--- src/rtl/rcu_pkg.sv ---
package rcu_pkg;
  localparam int SRC_N   = 3;
  localparam int SRC_EXT = 0;
  localparam int SRC_WDT = 1;
  localparam int SRC_SW  = 2;
  localparam logic [7:0] WDT_CTL_AFTER_WDT   = 8'hE6;
  localparam logic [7:0] WDT_CTL_AFTER_OTHER = 8'hE4;
  localparam logic [4:0] BUS_CFG_HI = 5'b00000;
  localparam logic [1:0] BUS_CFG_LO = 2'b11;
endpackage

--- src/rtl/rcu_sync.sv ---
module rcu_sync #(
  parameter int   STAGES  = 2,
  parameter logic RST_VAL = 1'b0
) (
  input  logic clk_i,
  input  logic rst_ni,
  input  logic d_i,
  output logic q_o
);
  logic [STAGES-1:0] q;

  always_ff @(posedge clk_i or negedge rst_ni) begin
    if (!rst_ni) q <= {STAGES{RST_VAL}};
    else         q <= {q[STAGES-2:0], d_i};
  end

  assign q_o = q[STAGES-1];
endmodule

--- src/rtl/rcu_prio.sv ---
module rcu_prio
  import rcu_pkg::*;
(
  input  logic [SRC_N-1:0] req_i,
  output logic             valid_o,
  output logic [SRC_N-1:0] onehot_o
);
  // lowest index wins
  always_comb begin
    onehot_o = '0;
    for (int i = SRC_N - 1; i >= 0; i--) begin
      if (req_i[i]) begin
        onehot_o    = '0;
        onehot_o[i] = 1'b1;
      end
    end
  end

  assign valid_o = |req_i;
endmodule

--- src/rtl/rcu_stretch.sv ---
module rcu_stretch #(
  parameter int HOLD_CYC = 16
) (
  input  logic clk_i,
  input  logic rst_ni,
  input  logic req_i,
  output logic active_o
);
  localparam int CNT_W = $clog2(HOLD_CYC + 1);

  logic [CNT_W-1:0] cnt_q;

  always_ff @(posedge clk_i or negedge rst_ni) begin
    if (!rst_ni)           cnt_q <= CNT_W'(HOLD_CYC);
    else if (req_i)        cnt_q <= CNT_W'(HOLD_CYC);
    else if (cnt_q != '0)  cnt_q <= cnt_q - 1'b1;
  end

  assign active_o = (cnt_q != '0);
endmodule

--- src/rtl/rst_cause_unit.sv ---
module rst_cause_unit
  import rcu_pkg::*;
#(
  parameter int HOLD_CYC    = 16,
  parameter int SYNC_STAGES = 2
) (
  input  logic       clk_i,
  input  logic       rst_ni,
  input  logic       ext_rst_ni,
  input  logic       wdt_trip_i,
  input  logic       sw_rst_i,
  input  logic       code_sel_wait_i,
  input  logic       bus_width_i,
  output logic       chip_rst_no,
  output logic [2:0] rst_src_o,
  output logic [7:0] wdt_ctl_o,
  output logic [7:0] bus_cfg_o,
  output logic       code_ext_only_o,
  output logic       wait_o
);
  logic             ext_n_sync;
  logic             ext_req;
  logic             ext_req_q;
  logic             strap_cap;
  logic [SRC_N-1:0] req;
  logic [SRC_N-1:0] req_onehot;
  logic             req_any;
  logic             rst_active;
  logic [SRC_N-1:0] src_q;
  logic [7:0]       wdt_ctl_q;
  logic             code_sel_q;
  logic             bus_w_q;

  // power-on reset looks like an external reset held low
  rcu_sync #(.STAGES(SYNC_STAGES), .RST_VAL(1'b0)) i_ext_sync (
    .clk_i (clk_i),
    .rst_ni(rst_ni),
    .d_i   (ext_rst_ni),
    .q_o   (ext_n_sync)
  );

  assign ext_req = ~ext_n_sync;

  always_comb begin
    req          = '0;
    req[SRC_EXT] = ext_req;
    req[SRC_WDT] = wdt_trip_i;
    req[SRC_SW]  = sw_rst_i;
  end

  rcu_prio i_prio (
    .req_i   (req),
    .valid_o (req_any),
    .onehot_o(req_onehot)
  );

  rcu_stretch #(.HOLD_CYC(HOLD_CYC)) i_stretch (
    .clk_i   (clk_i),
    .rst_ni  (rst_ni),
    .req_i   (req_any),
    .active_o(rst_active)
  );

  always_ff @(posedge clk_i or negedge rst_ni) begin
    if (!rst_ni) ext_req_q <= 1'b1;
    else         ext_req_q <= ext_req;
  end

  assign strap_cap = ext_req_q & ~ext_req;

  always_ff @(posedge clk_i or negedge rst_ni) begin
    if (!rst_ni) begin
      src_q     <= SRC_N'(1) << SRC_EXT;
      wdt_ctl_q <= WDT_CTL_AFTER_OTHER;
    end else if (req_any) begin
      src_q     <= req_onehot;
      wdt_ctl_q <= req_onehot[SRC_WDT] ? WDT_CTL_AFTER_WDT : WDT_CTL_AFTER_OTHER;
    end
  end

  always_ff @(posedge clk_i or negedge rst_ni) begin
    if (!rst_ni) begin
      code_sel_q <= 1'b1;
      bus_w_q    <= 1'b1;
    end else if (strap_cap) begin
      code_sel_q <= code_sel_wait_i;
      bus_w_q    <= bus_width_i;
    end
  end

  assign chip_rst_no     = ~rst_active;
  assign rst_src_o       = src_q;
  assign wdt_ctl_o       = wdt_ctl_q;
  assign bus_cfg_o       = {BUS_CFG_HI, bus_w_q, BUS_CFG_LO};
  assign code_ext_only_o = ~code_sel_q;
  assign wait_o          = code_sel_wait_i & ~rst_active;
endmodule

--- config.mk ---
export PLATFORM = sky130hd
export DESIGN_NAME = rst_cause_unit
export DESIGN_NICKNAME = d
export VERILOG_FILES = /design/src/rtl/rcu_pkg.sv /design/src/rtl/rcu_sync.sv /design/src/rtl/rcu_prio.sv /design/src/rtl/rcu_stretch.sv /design/src/rtl/rst_cause_unit.sv
export SDC_FILE = /design/constraint.sdc
export NUM_CORES = 1
export LEC_CHECK = 0
export BUFFER_PORTS_ARGS = -buffer_cell sky130_fd_sc_hd__buf_2
export CAP_MARGIN = 15
export CORE_ASPECT_RATIO = 0.6
export CORE_MARGIN = 2
export CORE_UTILIZATION = 30
export DETAILED_ROUTE_END_ITERATION = 7
export PLACE_DENSITY = 0.61
export SYNTH_ARGS = -nofsm -noshare
export SYNTH_HDL_FRONTEND = slang
export SYNTH_SLANG_ARGS = --single-unit
export TNS_END_PERCENT = 5
--- constraint.sdc ---
create_clock -name clk_i -period 2.3 [get_ports clk_i]
set_clock_uncertainty 0.2 [all_clocks]
set_input_delay 0.23 -clock clk_i [delete_from_list [all_inputs] [get_ports clk_i]]
set_output_delay 0.23 -clock clk_i [all_outputs]
set_load 0.02 [all_outputs]
==> results by group <==
Run status
  – Status: finished, final reports clean

Synthesis
  – Synth top area share: 29.6%
  – Mapped Cells: 64
  – Synth Flop Type: dfrtp_1
  – Synthesized cell area: 677 µm²
  – Mapped Avg Cell Area: 10.6 µm²
  – Synth Register Bits: 13
  – Unique cell type count in the Yosys netlist: 25
  – Main area contributors after synthesis: dfrtp_1 (30%), dfstp_2 (19%), buf_4 (18%), nor4b_4 (3.5%), mux2_2 (3.3%)
  – Sequential area share after synthesis: 49.0%
  – Number of flops mapped to enable cells by yosys: 0
  – Cell taking the most area after synthesis: dfrtp_1
  – Post-synth ARST share: 100%
  – Syn. warnings: 0

Die
  – Core outline area: 0.00215 mm²
  – Rows: 13
  – I/O pin count: 29
  – Initial Util: 31.5%
  – DIE WIDTH: 65.3 µm
  – Die H: 40.8 µm
  – Die area: 0.00266 mm²

Worst setup path
  – Max incr delay on CP: 0.38 ns
  – CP Cell Sequence: inv_1 -> ha_1 -> nor4b_4 -> and2_1 -> buf_2
  – Slowest cell on the critical path: dfrtp_1
  – CP arrival: 1.66 ns
  – WS Path Type: flip-flop to primary output
  – Worst Setup End Kind: primary output
  – Critical Path RT: 1.87 ns
  – CP max FO: 6
  – Crit path launch type: flip-flop

STA
  – Slew Limit Fails: 0
  – Max Freq: 477 MHz
  – Post-layout min period: 2.09 ns
  – RSZ-0062 raised after global routing: false
  – Final worst-path setup slack: 0.206 ns
  – Sum of negative setup slack: 0 ns
  – # setup viols final: 0
  – Final worst path period share: 91.1%
  – Min Hold Slack: 0.0286 ns
  – Fin. Hold Viols: 0

Cells and area
  – Share of layout cells above drive strength 1: 32.1%
  – Non-Filler Instances: 111
  – Fin nets: 90
  – Layout area overhead: 15.9%
  – # diodes: 0
  – Commonest cells after routing, fill and taps aside: conb_1 (14), buf_2 (14), dfrtp_1 (8), inv_1 (5), dfstp_2 (5)
  – Final core utilization: 36.5%
  – Fill cells: 225

Global routing
  – Pin count of the biggest net entering global routing: 14
  – First-pass GRT wire length: 1.60 mm
  – Initial antenna violation count: 0
  – Gr usage total: 8.58%
  – Vias in the first global route: 368
  – Grt ovf: 0

Power and ir drop
  – Max IR drop VDD: 0.300 mV
  – Pwr Density: 699 mW/mm²
  – Leak Pwr: 0.395 nW

Placed design
  – Dpl cells: 104
  – Number of port buffers: 14
  – Dpl hpwl: 825 µm
  – Final GP Congestion: 0.710
  – Post-Place Setup Slack: 0.473 ns

CTS
  – Post-CTS Setup Inserts: 0
  – Hold_buf cts: 3
  – Clock latency on the worst-skew pair: 0.24 ns
  – Clock slew seen by the registers of the worst setup and hold paths: 0.05 ns
  – Clock Path Buffers: 2
  – H-Tree Depth: 1
  – Post-CTS sizing: 0
  – CTS tree: done
  – CTS Buf Count: 3
  – Clock sink count: 13
  – Clock Root Buffer: clkbuf_8

Drt
  – Drt wl/cell: 9.36 µm
  – Remaining DRCs: 0
  – First-iteration detailed-routing DRC count: 1
  – Wire length after detailed routing: 1.04 mm
  – DR vias: 420
  – Post-route antenna net violation count: 0
  – Drt pass-1 iters: 3
  – Vias/cell: 3.78

Flow run
  – MaxCap Viol Count: 0

Hold path
  – Worst hold path type: primary input to flip-flop
## where the power goes
group	switching (W)	internal [W]	total [W]
logic	0.0000605	0.0000329	0.0000934
clock network	0.0000741	0.000122	0.000196
registers	0.00000923	0.000250	0.000259
total	0.000144	0.000404	0.000548
## cells in the mapped netlist, types with 2 or more instances
library cell and count:
nor2_1 3, inv_1 5, conb_1 2, dfrtp_1 8, nand2_1 2, mux2_2 2
a21oi_1 2, nor3_1 3, nor2b_1 2, dfstp_2 5, buf_4 16
## layout make-up
class	count	area [µm²]	share of cell area, %
Timing Repair Buffer	17	100	12.8
Inverter	6	22.5	2.87
Sequential cell	13	332	42.3
Clock buffer	4	45.0	5.74
Multi-Input combinational cell	41	248	31.6
Tap cell	30	37.5	4.78
## metrics by stage
step	power [W]	cell area (µm²)
after CTS	0.000561	785
after global routing	0.000581	785
after global placement	0.000351	709
final	0.000548	785
after detailed placement	0.000353	709
after floorplan	0.000349	722
## registers in the layout, indices dropped and copies added (netlist names)
register,cells
code_sel_q,1
bus_w_q,1
ext_req_q,1
i_ext_sync.q,2
rst_src_o,3
i_stretch.cnt_q,5
## routing by layer
metal / vias up / global-route usage (%) / part of all wire (%)
li1: 206 / - / -
met1: 199 / 9.65 / 43
met2: 15 / 14.8 / 51
met3: 0 / 4.12 / 6.3
met4: 0 / 3.13 / 0
met5: - / 0 / 0
## path summary, 6_finish.rpt
check	start	to	slack, ns	cells after the start
worst max-delay path	i_stretch.cnt_q[0]	wait_o	0.21	5
worst min-delay path	bus_width_i	bus_w_q	0.03	2
worst max register to register	i_stretch.cnt_q[0]	i_stretch.cnt_q[1]	0.57	5
worst min register to register	i_ext_sync.q[0]	i_ext_sync.q[1]	0.15	0
max in group asynchronous	rst_ni	code_sel_q	1.43	2
min in group asynchronous	rst_ni	i_stretch.cnt_q[0]	0.19	2
## cells by family after synthesis
logic type      share of synthesized area [%]
simple gates                             16.5
flops                                    49.0
mux                                      3.33
compound gates                           5.92
fa+ha+maj                                1.85
xor+xnor                                 1.29
buf+inv                                  21.1
other cells                              1.11
## critical path, delay by kind of cell, from the launching register on
family | cells | cell delay, ns
DFF | 1 | 0.38
and+or+nand+nor | 2 | 0.54
adders and majority gates | 1 | 0.25
buffers and inverters | 2 | 0.25
No activity file was read; power rests on OpenSTA's default activity.
